$ cat config.mk
export PLATFORM = sky130hd
export DESIGN_NAME = rd_parity_status
export DESIGN_NICKNAME = d
export VERILOG_FILES = /design/src/rtl/rps_pkg.sv /design/src/rtl/rps_width_decode.sv /design/src/rtl/rps_lane_check.sv /design/src/rtl/rps_status_reg.sv /design/src/rtl/rd_parity_status.sv
export SDC_FILE = /design/constraint.sdc
export NUM_CORES = 1
export LEC_CHECK = 0
export ABC_AREA = 0
export BUFFER_PORTS_ARGS = -buffer_cell sky130_fd_sc_hd__buf_2
export CAP_MARGIN = 20
export CORE_AREA = 2 2 39 41
export CTS_CLUSTER_DIAMETER = 200
export DETAILED_ROUTE_END_ITERATION = 10
export DIE_AREA = 0 0 41 43
export PLACE_DENSITY = 0.8
export SYNTH_ARGS = -nofsm -noshare
export SYNTH_HDL_FRONTEND = slang
export SYNTH_SLANG_ARGS = --single-unit
$ cat constraint.sdc
create_clock -name clk -period 2 [get_ports clk]
set_input_delay 0.6 -clock clk [delete_from_list [all_inputs] [get_ports clk]]
set_output_delay 0.6 -clock clk [all_outputs]
set_load 0.01 [all_outputs]
$ cat src/rtl/rps_pkg.sv
package rps_pkg;

   typedef enum logic [1:0] {
      BUS_FULL = 2'd0,
      BUS_HALF = 2'd1,
      BUS_BYTE = 2'd2
   } bus_width_e;

   // number of lanes a given bus width places on the low end of the bus
   function automatic int lanes_for(bus_width_e w, int full_l, int half_l, int byte_l);
      case (w)
         BUS_BYTE: lanes_for = byte_l;
         BUS_HALF: lanes_for = half_l;
         default:  lanes_for = full_l;
      endcase
   endfunction

endpackage

$ cat src/rtl/rps_width_decode.sv
module rps_width_decode
   import rps_pkg::*;
#(
   parameter int LANES      = 4,
   parameter int HALF_LANES = 2,
   parameter int BYTE_LANES = 1
) (
   input  logic             bs8_n,
   input  logic             bs16_n,
   input  logic [LANES-1:0] be_n,
   output logic [LANES-1:0] lane_en
);

   bus_width_e       width;
   logic [LANES-1:0] size_ok;

   // narrow size wins over halfword
   always_comb begin
      if (!bs8_n)       width = BUS_BYTE;
      else if (!bs16_n) width = BUS_HALF;
      else              width = BUS_FULL;
   end

   for (genvar i = 0; i < LANES; i++) begin : g_lane
      assign size_ok[i] = (i < lanes_for(width, LANES, HALF_LANES, BYTE_LANES));
   end

   assign lane_en = size_ok & ~be_n;

endmodule

$ cat src/rtl/rps_lane_check.sv
module rps_lane_check #(
   parameter int LANE_W     = 8,
   parameter bit ODD_PARITY = 1'b0
) (
   input  logic [LANE_W-1:0] data,
   input  logic              par,
   output logic              err
);

   logic ones_odd;

   assign ones_odd = ^{data, par};

   if (ODD_PARITY) begin : g_odd
      assign err = ~ones_odd;
   end else begin : g_even
      assign err = ones_odd;
   end

endmodule

$ cat src/rtl/rps_status_reg.sv
module rps_status_reg #(
   parameter int LANES = 4
) (
   input  logic             clk,
   input  logic             rst,
   input  logic             rd_done,
   input  logic [LANES-1:0] lane_err,
   input  logic [LANES-1:0] lane_en,
   output logic             status_n
);

   logic any_err;

   assign any_err = |(lane_err & lane_en);

   always_ff @(posedge clk) begin
      if (rst) status_n <= 1'b1;
      else     status_n <= ~(rd_done & any_err);
   end

endmodule

$ cat src/rtl/rd_parity_status.sv
module rd_parity_status
   import rps_pkg::*;
#(
   parameter int DATA_W     = 32,
   parameter int LANE_W     = 8,
   parameter int HALF_W     = 16,
   parameter int BYTE_W     = 8,
   parameter bit ODD_PARITY = 1'b0,
   localparam int LANES      = DATA_W / LANE_W,
   localparam int HALF_LANES = HALF_W / LANE_W,
   localparam int BYTE_LANES = BYTE_W / LANE_W
) (
   input  logic              clk,
   input  logic              rst,
   input  logic [DATA_W-1:0] dat_i,
   input  logic [LANES-1:0]  par_i,
   input  logic [LANES-1:0]  be_n_i,
   input  logic              bs8_n_i,
   input  logic              bs16_n_i,
   input  logic              wr_i,
   input  logic              rdy_n_i,
   input  logic              brdy_n_i,
   input  logic              tri_test_i,
   output logic              perr_n_o,
   output logic              perr_oe_o
);

   if (DATA_W % LANE_W != 0) begin : g_bad_lane
      $error("DATA_W must be a multiple of LANE_W");
   end
   if (BYTE_W > HALF_W || HALF_W > DATA_W) begin : g_bad_size
      $error("bus sizes must satisfy BYTE_W <= HALF_W <= DATA_W");
   end
   if (BYTE_LANES < 1) begin : g_bad_byte
      $error("BYTE_W must hold at least one lane");
   end

   logic [LANES-1:0] lane_en;
   logic [LANES-1:0] lane_err;
   logic             rd_done;

   rps_width_decode #(
      .LANES(LANES), .HALF_LANES(HALF_LANES), .BYTE_LANES(BYTE_LANES)
   ) u_wdec (
      .bs8_n(bs8_n_i), .bs16_n(bs16_n_i), .be_n(be_n_i), .lane_en(lane_en)
   );

   for (genvar k = 0; k < LANES; k++) begin : g_chk
      rps_lane_check #(.LANE_W(LANE_W), .ODD_PARITY(ODD_PARITY)) u_lane (
         .data(dat_i[k*LANE_W +: LANE_W]),
         .par (par_i[k]),
         .err (lane_err[k])
      );
   end

   assign rd_done = ~wr_i & ~(rdy_n_i & brdy_n_i);

   rps_status_reg #(.LANES(LANES)) u_stat (
      .clk(clk), .rst(rst), .rd_done(rd_done),
      .lane_err(lane_err), .lane_en(lane_en), .status_n(perr_n_o)
   );

   assign perr_oe_o = ~tri_test_i;

endmodule

; Yosys cells after proc, flatten, opt, wreduce, memory -nomap -nowiden
; Index checks and enable logic that the tools add are counted.
; W data, S select, Z words.
[totals]
output_inout_bits = 2
register_bits = 1
in_bits = 48
[classes]
reduce_logical = 5
magnitude_cmp = 4
eq_ne = 2
muxes = 3
n_bitwise = 10
[ops]
columns = operator, count
row1 = $reduce_xor A9 Y1, 4
row2 = $and A4 B4 Y4, 2
row3 = $lt A1 B3 Y1 const A, 2
row4 = $lt A2 B3 Y1 const A, 2
row5 = $pmux W3 S2, 1
row6 = $not A1 Y1, 4
row7 = $not A4 Y4, 1
row8 = $reduce_or A4 Y1, 1
row9 = $and A1 B1 Y1, 3
row10 = $eq A2 B1 Y1 const B, 1
row11 = $eq A2 B2 Y1 const B, 1
row12 = $mux W2, 1
row13 = $mux W1, 1

; Depth between registers and ports, before layout
; Gate-level depths: netlist (run 1).
[logic_depth]
depth_word = 10
ltp_mapped = 5
depth_no_buf = 5

; By module
; A second synthesis (run 1) with hierarchy kept.
[hier_totals]
hier_cells = 39
area_unflattened_um2 = 417.9
[by_module_without_submodules]
columns = mod, area_each_um2, cells_each, n_inst, seq_area_each_um2
row1 = rps_lane_check, 82.6, 7, 4, 0.0
row2 = rps_status_reg, 47.5, 5, 1, 20.0
row3 = rps_width_decode, 27.5, 4, 1, 0.0
row4 = rd_parity_status, 12.5, 2, 1, 0.0

; Least setup slack after synthesis (run 1)
; Ideal clock, no wire load.
[synth_path]
path_kind = input -> register
startpoint = input port dat_i[20]
endpoint = register u_stat.status_n
n_path_buf = 0
slack_ps = 328
t_arrival_ps = 1544
path_stages = 5
cell_sequence = xor2_1 xnor3_1 xnor2_1 o32ai_1 o31ai_1
[synth_via]
elab_chain_len = 5
[synth_lines]
columns = item, line
row1 = from (decl), rd_parity_status.sv:15  ; input logic [DATA_W-1:0] dat_i,
row2 = $reduce_xor A9 Y1, rps_lane_check.sv:12  ; assign ones_odd = ^{data, par};
row3 = $and A4 B4 Y4, rps_status_reg.sv:14  ; assign any_err = |(lane_err & lane_en);
row4 = $reduce_or A4 Y1, rps_status_reg.sv:14
row5 = $and A1 B1 Y1, rps_status_reg.sv:18  ; else status_n <= ~(rd_done & any_err);
row6 = $not A1 Y1, rps_status_reg.sv:18
row7 = to (signal assigned), rps_status_reg.sv:18
row8 = to (decl), rps_status_reg.sv:9  ; output logic status_n
; Every way passes these cells.
; A chain may end at the register's enable or synchronous reset.

; Worst setup path in the final report (run 1)
[layout_path]
startpoint = input port dat_i[17]
endpoint = register u_stat.status_n
; Same word-level chain as after synthesis.

==> results.md, run 1 <==
- Across every metal layer, demand over resource in global routing totals 10.4%.
- The violation count after the first detailed-route iteration is 1.
- Headroom to the max-slew limit came out at 84.3%.
- The number of antenna violations at the first check in global routing came to 0.
- Across the run, the number of max-cap violations was 0.
- The filler cells instantiated in the layout total 145.
- Registers take 20.0 µm².
- Timing analysis after detailed placement gives a worst setup slack of 123 ps.
- The count of vias placed by the detailed router is 403.
- The repair_antennas step left the layout with diodes totalling 0.
- The worst path in the final design needs a cycle of 1870 ps, including I/O delays and setup.
- The area growth from synthesis to final layout is 70.0%.
- The count of TritonRoute iterations in the first routing pass is 4.
- The final layout contains 135 nets.
- The sum of routed wire length over all layers is 872 µm.
- The clock group share of total power is 0%.
- The net switching power is 0.0000665 W.
- The mean area per synthesized cell is 10.5 µm².
- Based on the critical path, the design can be clocked at up to 536 MHz.
- Setup repair after global routing left no endpoint under its margin.
- The commonest non-fill, non-tap cell in the layout is sky130_fd_sc_hd__buf_2.
- The multi-input combinational cells in the finished layout cover a total of 355 µm².
- In this run the post-CTS setup repair buffer count came out at 0.
- The worst hold slack is 810 ps.
- The Yosys warning count is 0.
- For the worst setup path, the data arrival time is 1730 ps.
- The total internal power is 0.000152 W.
- The number of slew-limit violations in the final report came to 0.
- The count of buffers added on input and output ports is 49.
- After clock tree synthesis, the clock-pin slew on the worst setup and hold paths is 0 ps.
- Detailed placement ended at an HPWL of 861 µm.
- The die height is 43 µm.
- The top cell types in the final layout, fill and taps aside, are sky130_fd_sc_hd__buf_2 (49), sky130_fd_sc_hd__xnor2_1 (18), sky130_fd_sc_hd__xor2_1 (4), sky130_fd_sc_hd__xnor3_1 (4), sky130_fd_sc_hd__xnor2_2 (2).
- Setup violations remaining at the end of the flow were counted as 0.
- The floorplan step defined a die boundary enclosing 1760 µm².
- For this design, the CTS-stage hold fixing added 0 buffers.
- The number of standard-cell rows in the floorplan is 14.
- For this run, design rule violations remaining after detail routing come to 0.
- The mapped netlist covers 379 µm².
- Using the TritonRoute via totals, the vias-per-cell ratio works out to 3.99.
- The post-route setup TNS is 0 ps.
- Of the total power, registers draw 10.3%.
- The first global-routing pass estimated 1.37 mm of wire.
- The congestion estimate from routability-driven global placement came to 0.641.
- The effective utilization at floorplan is 27.4%.
- The flow ran to the end, and the final reports show no timing, DRC or antenna violations.
- The post-route worst setup slack is 133 ps.
- Counting distinct cell types in the post-synthesis netlist gives 12.
- The detail route stage leaves a number of antenna-violating nets equal to 0.
- The path type of the worst setup path is in -> reg.
- The number of flip-flops in the largest register is 1.
- Net switching is 30.4% of the power.
- The post-layout utilization of the core is 46.6%.
- The worst min-delay path class is in -> reg.
- The die width is 41 µm.
- The largest fanout of any net on the critical path is 1.
- The net count after synthesis is 84.
- The number of global-route vias before repair is 405.
- The area of the core region is 1380 µm².
- The I/O pin count is 50.
- The largest registers in the layout are u_stat.status_n (1).
- The worst setup path is launched from an input port.
- The count of endpoints failing hold in the final timing report is 0.
- After technology mapping, the gate count stands at 36.
- In this run, synthesis produced a sequential element count of 1.
- VDD sags by at most 150 µV.
- The required time at the endpoint of the critical path is 1870 ps.
- Of the synthesized area, sequential elements account for 5.28%.
- For this design the ratio of total power to cell area is 340 nW/µm².
- The fraction of layout cells with a size suffix above 1 is 60.0%.
- The part of the cycle the worst path needs is 93.4%.
- The reported leakage power is 0.347 nW.
- The pin count of the biggest net entering global routing is 3.
- The actual transition at the worst max-transition pin is 235 ps.
- After detailed routing, the average wire length per cell comes to 8.63 µm.
- The type of element capturing the critical path is a flop.
- The sum of overflow across all layers after global routing is 0.
- The quantity of gates resized following cts is 0.
- The register containing the most flip-flops in the final layout is u_stat.status_n.
- Combinational logic is responsible for 89.7% of the overall power.
[routing by layer]
layer / part of all wire [%] / routed length, µm / GRT usage [%]
met1: 33 / 285 / 11.3
met2: 56 / 490 / 20.6
met3: 11 / 97 / 0
met4: 0 / 0 / 1.33
met5: 0 / 0 / 0
[cell families (layout without fill, tap and decap cells)]
kind of cell,count (synthesis),after routing,share of synthesized area (%)
compound gates,3,3,6.27
xor+xnor,28,28,83.2
buf+inv,1,50,0.989
flops,1,1,5.28
simple gates,3,3,4.29
[power groups by stage]
stage	clock network, W	logic, W	registers, W
floorplan	0	0.000132	0.0000239
global placement	0	0.000193	0.0000227
detailed placement	0	0.000199	0.0000227
CTS	0	0.000200	0.0000227
global route	0	0.000214	0.0000227
finish	0	0.000196	0.0000226
[final cells by class]
type                    count  share of cell area [%]
multi-input cells          34                    55.1
well taps                  16                    3.11
inverters                   1                   0.583
repair buffers             49                    38.1
flip-flops and latches      1                    3.11
[path summary, 6_finish.rpt]
check,start,endpoint,slack (ps),depth (start not counted)
hold / removal,wr_i,u_stat.status_n$_SDFF_PP1_,810,3
setup / recovery,dat_i[17],u_stat.status_n$_SDFF_PP1_,130,6
[through the flow]
step	instances	power [W]	cell area [µm²]
floorplan	36	0.000156	379
global placement	101	0.000216	644
detailed placement	101	0.000222	644
CTS	101	0.000222	644
global route	101	0.000237	644
finish	101	0.000219	644
[cells in the mapped netlist]
cell                        n  share of area, %
sky130_fd_sc_hd__nor3_1     1               1.3
sky130_fd_sc_hd__inv_1      1              0.99
sky130_fd_sc_hd__dfxtp_1    1               5.3
sky130_fd_sc_hd__o31ai_1    1               2.0
sky130_fd_sc_hd__xnor2_2    2               8.6
sky130_fd_sc_hd__a211oi_1   1               2.0
sky130_fd_sc_hd__nor3b_1    1               2.0
sky130_fd_sc_hd__o32ai_1    1               2.3
sky130_fd_sc_hd__nand2_1    1              0.99
sky130_fd_sc_hd__xor2_1     4               9.2
sky130_fd_sc_hd__xnor3_1    4                24
sky130_fd_sc_hd__xnor2_1   18                42
[critical path: stages]
cell and delay, ps:
sky130_fd_sc_hd__buf_2 100, sky130_fd_sc_hd__xor2_1 140, sky130_fd_sc_hd__xnor3_1 430, sky130_fd_sc_hd__xnor2_1 140, sky130_fd_sc_hd__o32ai_1 230, sky130_fd_sc_hd__o31ai_1 90
Note: power is estimated with default switching activity, not from simulation.
==> inputs of run 2 (changes only) <==
Settings changed: SETUP_SLACK_MARGIN set to 0.2.
==> run 2 against run 1 <==
  * Critical path depth did not move
  * Sequential cell count did not move
  * First-iteration DRC count did not move
  * Die area did not move
  * Utilization rose by 0.90 points
  * Sequential share of layout area fell by 0.059 points
  * Design area rose by 1.9%
  * Sequential power barely moved
  * Routed wire length rose by 1.4%
  * Largest power group unchanged
  * Setup slack got worse by 0.83 ps
  * Critical path type unchanged
  * Combinational power rose by 6%
==> results.md, run 2 (synthesis results as in run 1) <==
- The sum of routed wire length over all layers is 884 µm.
- On the worst path, the slowest cell contributes a delay of 430 ps.
- The count of buffering cells on the critical path with inverters included is 1.
- The number of antenna diodes in the final layout is 0.
- Setup repair after global routing could not meet its margin everywhere.
- The DRC violation count after routing is 0.
- In the final layout, the share of cells above drive strength 1 is 62.4%.
- The critical path data arrival time is 1730 ps.
- The die height is 43 µm.
- The count of TritonRoute iterations in the first routing pass is 4.
- The flow ran to the end, and the final reports show no timing, DRC or antenna violations.
- The area of all sequential standard cells is 20.0 µm².
- The number of antenna violations at the first check in global routing was 0.
- Traced cell by cell, the critical path runs through buf_2, xor2_1, xnor3_1, xnor2_1, o32ai_1, o31ai_1.
- In the final layout, the registers with the most flip-flops are u_stat.status_n (1).
- The pin count of the biggest net entering global routing is 3.
- Leaving out fill and tap cells, the most frequent cell in the layout is sky130_fd_sc_hd__buf_2.
- VDD sags by at most 150 µV.
- The reported leakage power is 0.354 nW.
- The area growth from synthesis to final layout is 73.3%.
- The largest fanout of any net on the critical path is 1.
- The number of standard-cell rows in the floorplan is 14.
- The slowest cell on the critical path is sky130_fd_sc_hd__xnor3_1.
- The number of slew-limit violations in the final report is 0.
- Detailed routing inserted a total of 405 vias.
- The post-route worst setup slack is 132 ps.
- The part of the cycle the worst path needs is 93.4%.
- At the placement stage, the worst setup path has a slack of 123 ps.
- The wire length per cell after detailed routing is 8.75 µm.
- The first-pass GRT wire length is 1.37 mm.
- The die is 41 µm wide.
- For the worst setup path, the data required time is 1870 ps.
- The minimum period implied by the final worst setup slack is 1870 ps.
- The I/O pin count is 50.
- Summed over all layers, the global routing overflow is 0.
- The routed design uses 495 µm of met2 wire.
- The total of fill cells in the finished design is 145.
- The estimated wirelength of the detail-placed design is 861 µm.
- The number of global-route vias before repair is 405.
- The startpoint of the lowest-slack hold path is wr_i.
- The violation count after the first detailed-route iteration is 1.
- The worst setup path is captured at a flop.
- The number of buffers inserted by port buffering is 49.
- The power density normalized to cell area is 350 nW/µm².
- The wire length on met1 is 291 µm.
- The setup violation total in the final timing report is 0.
- The cell area reported after detailed placement is 644 µm².
- The met3 wire length is 97 µm.
- The clock-pin transition on the worst setup and hold timing paths is 0 ps.
- The maximum achievable frequency is 535 MHz.
- Once layout is done, the placed cells without fillers occupy 657 µm².
- The worst pin sits at a relative slew slack of 82.4%.
- The actual transition at the worst max-transition pin is 262 ps.
- The area of the core region is 1380 µm².
- The multi-input combinational cells in the finished layout cover a total of 368 µm².
- In this run the remaining antenna-violating nets after routing total 0.
- The tightest min-delay check is of the in -> reg type.
- The most critical setup path has its startpoint at dat_i[17].
- u_stat.status_n holds more flip-flops than any other register.
- The effective utilization at floorplan is 27.4%.
- The type of element launching the critical path is an input port.
- The congestion estimate from routability-driven global placement came to 0.641.
- For this run, the total global-route usage over all layers was measured as 10.4%.
- The count of endpoints failing hold in the final timing report is 0.
- The floorplan die area is 1760 µm².
- For the final routed database, the setup TNS stands at 0 ps.
- The top cell types in the final layout, fill and taps aside, are sky130_fd_sc_hd__buf_2 (49), sky130_fd_sc_hd__xnor2_1 (17), sky130_fd_sc_hd__xor2_1 (4), sky130_fd_sc_hd__xnor3_1 (4), sky130_fd_sc_hd__xnor2_2 (3).
- The highest metal layer with signal wires is met3.
- After detailed placement, the design holds a cell count of 101.
- The path type of the worst setup path is in -> reg.
- Excluding fillers, the count of instances in the completed layout stands at 101.
- The number of max-cap violations is 0.
- The number of flip-flops in the largest register is 1.
- The net count of the finished layout is 135.
- Dividing the detail-routed via count by the number of cells gives 4.01.
- In this design, the largest share of critical-path delay is due to XOR/XNOR gates.
-- run 2: cell types whose count changed in the layout (fill, tap and decap cells not counted) --
cell,delta
sky130_fd_sc_hd__nor3b_1,-1
sky130_fd_sc_hd__nor3b_2,+1
sky130_fd_sc_hd__xnor2_1,-1
sky130_fd_sc_hd__xnor2_2,+1
-- run 2: final cells by class --
cell class / instances / area share (%)
Multi-Input combinational cell: 34 / 56.0
Timing Repair Buffer: 49 / 37.3
Sequential cell: 1 / 3.05
Tap cell: 16 / 3.05
Inverter: 1 / 0.571
-- run 2: final timing paths --
check                                    end  slack (ps)  depth (start not counted)
setup / recovery  u_stat.status_n$_SDFF_PP1_         130                          6
hold / removal    u_stat.status_n$_SDFF_PP1_         810                          3
-- run 2: report_power, final --
group          internal, W   total, W  switching (W)
combinational     0.000136   0.000207      0.0000709
clock                    0          0              0
sequential       0.0000223  0.0000226    0.000000322
total             0.000159   0.000230      0.0000713
-- run 2: tightest hold or removal path, cell delays in order --
cell                       delay [ps]
sky130_fd_sc_hd__buf_2             80
sky130_fd_sc_hd__a211oi_1          40
sky130_fd_sc_hd__o31ai_1           50
-- run 2: per-stage QoR --
step	hold WS (ps)	total power, W	util [%]
floorplan	701	0.000156	-
global placement	799	0.000216	46.6
detailed placement	810	0.000222	46.6
CTS	815	0.000222	46.6
global route	824	0.000249	47.5
finish	810	0.000230	47.5
-- run 2: layer usage --
layer	vias up	track usage (%)
li1	218	-
met1	163	11.3
met2	24	20.6
met3	0	0
met4	0	1.33
met5	-	0
-- run 2: repair_timing --
item | CTS | global route
gates resized for setup | 0 | 2
hold buffers | 0 | 0
pin swaps | 0 | 4
setup buffers | 0 | 0
endpoints found under the setup margin | 1 | 1
==> inputs of run 3 (changes only) <==
Settings changed: BUFFER_PORTS_ARGS -buffer_cell sky130_fd_sc_hd__buf_2 to unset, CTS_BUF_LIST set to sky130_fd_sc_hd__clkbuf_16, DONT_BUFFER_PORTS set to 1, PLACE_DENSITY 0.8 to 0.48.
==> run 3 against run 2 <==
  * Global-route usage fell by 3.3 points
  * Routed wire length decreased by 25%
  * Sequential cell count is the same
  * Design area is 39% lower
  * Sequential power increased by 6%
  * Worst hold slack got worse by 90 ps
  * Largest cell class unchanged
==> results.md, run 3 (synthesis results as in run 1) <==
- The part of the cycle the worst path needs is 87.4%.
- The area of all sequential standard cells is 20.0 µm².
- The largest registers in the layout are u_stat.status_n (1).
- The worst vdd rail ir drop is 88.4 µV.
- In the layout the commonest cells are sky130_fd_sc_hd__xnor2_1 (18), sky130_fd_sc_hd__xor2_1 (4), sky130_fd_sc_hd__xnor3_1 (4).
- Setup violations remaining at the end of the flow were counted as 0.
- The effective utilization at floorplan is 27.4%.
- The number of global-route vias before repair is 245.
- For this block, the via count after detailed routing is 246.
- The detailed router finished its first iteration with 0 violations.
- The sum of overflow across all layers after global routing is 0.
- The final cell area excluding filler cells is 399 µm².
- The layout has 149 filler cells.
- The number of antenna violations at the first check in global routing is 0.
- The worst hold path belongs to the class in -> reg.
- The average via count per standard cell is 4.73.
- The worst hold slack is 720 ps.
- The first-pass GRT wire length is 924 µm.
- For the final routed database, the setup TNS stands at 0 ps.
- The area used by multi-input combinational logic is 355 µm².
- The number of slew-limit violations in the final report is 0.
- The floorplan step set the die width to 41 µm.
- Setup repair after global routing could not meet its margin everywhere.
- The die height is 43 µm.
- The actual transition at the worst max-transition pin is 236 ps.
- The largest fanout of any net on the critical path is 1.
- The area growth from synthesis to final layout is 5.28%.
- The I/O pin count is 50.
- The wire length per cell after detailed routing is 12.8 µm.
- The register containing the most flip-flops in the final layout is u_stat.status_n.
- The final layout net count is 86.
- The worst hold path terminates at u_stat.status_n$_SDFF_PP1_.
- The number of flip-flops in the largest register is 1.
- The flow ran to the end, and the final reports show no timing, DRC or antenna violations.
- The worst hold path depth is 2.
- The quantity of gates resized following cts is 0.
- In the final layout, the share of cells above drive strength 1 is 5.56%.
- At the end of routability-driven placement, the weighted congestion stood at 0.602.
- The die covers 1760 µm².
- The commonest non-fill, non-tap cell in the layout is sky130_fd_sc_hd__xnor2_1.
- The core region is 1380 µm².
- The reported leakage power is 0.155 nW.
- Once the clock tree was built, the setup fixing pass inserted 0 buffers.
- The worst hold path begins at wr_i.
- In this run the core area contains 14 standard-cell rows.
- The number of max-cap violations is 0.
- The estimated wirelength of the detail-placed design is 666 µm.
- After clock tree synthesis, the flow added hold-fix buffers numbering 0.
- Entering global routing, the biggest net connects 3 pins.
- The required time at the endpoint of the critical path is 1870 ps.
- The minimum period implied by the final worst setup slack is 1750 ps.
- The number of buffers inserted by port buffering is 0.
- In the routed design, unresolved DRC markers number 0.
- For this design the ratio of total power to cell area is 412 nW/µm².
- The type of element launching the critical path is an input port.
- The maximum achievable frequency is 572 MHz.
- The type of element capturing the critical path is a flop.
- The worst setup path is of the in -> reg kind.
- The number of antenna cells inserted is 0.
- The cell area reported after detailed placement is 399 µm².
- The remaining antenna violation count after routing is 0.
- The sum of routed wire length over all layers is 667 µm.
- The count of endpoints failing hold in the final timing report is 0.
- In this run the tightest slew margin relative to its limit is 84.2%.
- The count of TritonRoute iterations in the first routing pass is 1.
- The critical path data arrival time is 1610 ps.
- For this run, the total global-route usage over all layers was measured as 7.02%.
- The clock-pin transition on the worst setup and hold timing paths is 0 ps.
[run 3: cell count changes in the layout (fill, tap and decap cells not counted)]
cell                      change
sky130_fd_sc_hd__buf_2       -49
sky130_fd_sc_hd__nor3b_2      -1
sky130_fd_sc_hd__nor3b_1      +1
sky130_fd_sc_hd__xnor2_2      -1
sky130_fd_sc_hd__xnor2_1      +1
[run 3: how the worst max path moves through the flow]
stage,start,end,slack (ps),cells past startpoint
after detailed placement,dat_i[9],u_stat.status_n$_SDFF_PP1_,230,5
final,dat_i[9],u_stat.status_n$_SDFF_PP1_,250,5
after CTS,dat_i[9],u_stat.status_n$_SDFF_PP1_,220,5
after global routing,dat_i[19],u_stat.status_n$_SDFF_PP1_,160,5
after global placement,dat_i[20],u_stat.status_n$_SDFF_PP1_,250,5
after floorplan,dat_i[20],u_stat.status_n$_SDFF_PP1_,330,5
[run 3: layout make-up]
cell class | instances | share of cell area [%]
Sequential cell | 1 | 5.02
Inverter | 1 | 0.940
Tap cell | 16 | 5.02
Multi-Input combinational cell | 34 | 89.0
[run 3: metal layers]
| layer | up-vias | wire length [µm] | GRT usage, % |
|---|---|---|---|
| met5 | - | 0 | 0 |
| met4 | 0 | 0 | 0 |
| met3 | 0 | 123 | 1.57 |
| met2 | 24 | 397 | 15.3 |
| met1 | 102 | 146 | 5.77 |
| li1 | 120 | - | - |
[run 3: stage by stage]
stage / total power, W / worst slack (ps) / instances / util, %
finish: 0.000164 / 252 / 52 / 28.8
global route: 0.000178 / 158 / 52 / 28.8
CTS: 0.000167 / 217 / 52 / 28.8
detailed placement: 0.000167 / 227 / 52 / 28.8
global placement: 0.000163 / 251 / 52 / 28.8
floorplan: 0.000156 / 328 / 36 / -
[run 3: report_power, final]
part | switching [W] | internal, W
clock | 0 | 0
sequential | 0.00000160 | 0.0000224
combinational | 0.0000434 | 0.0000969
[run 3: critical path: stages]
cell and delay (ps):
sky130_fd_sc_hd__xnor2_1 130, sky130_fd_sc_hd__xnor3_1 420, sky130_fd_sc_hd__xnor2_1 140, sky130_fd_sc_hd__nor3b_1 220, sky130_fd_sc_hd__o31ai_1 100
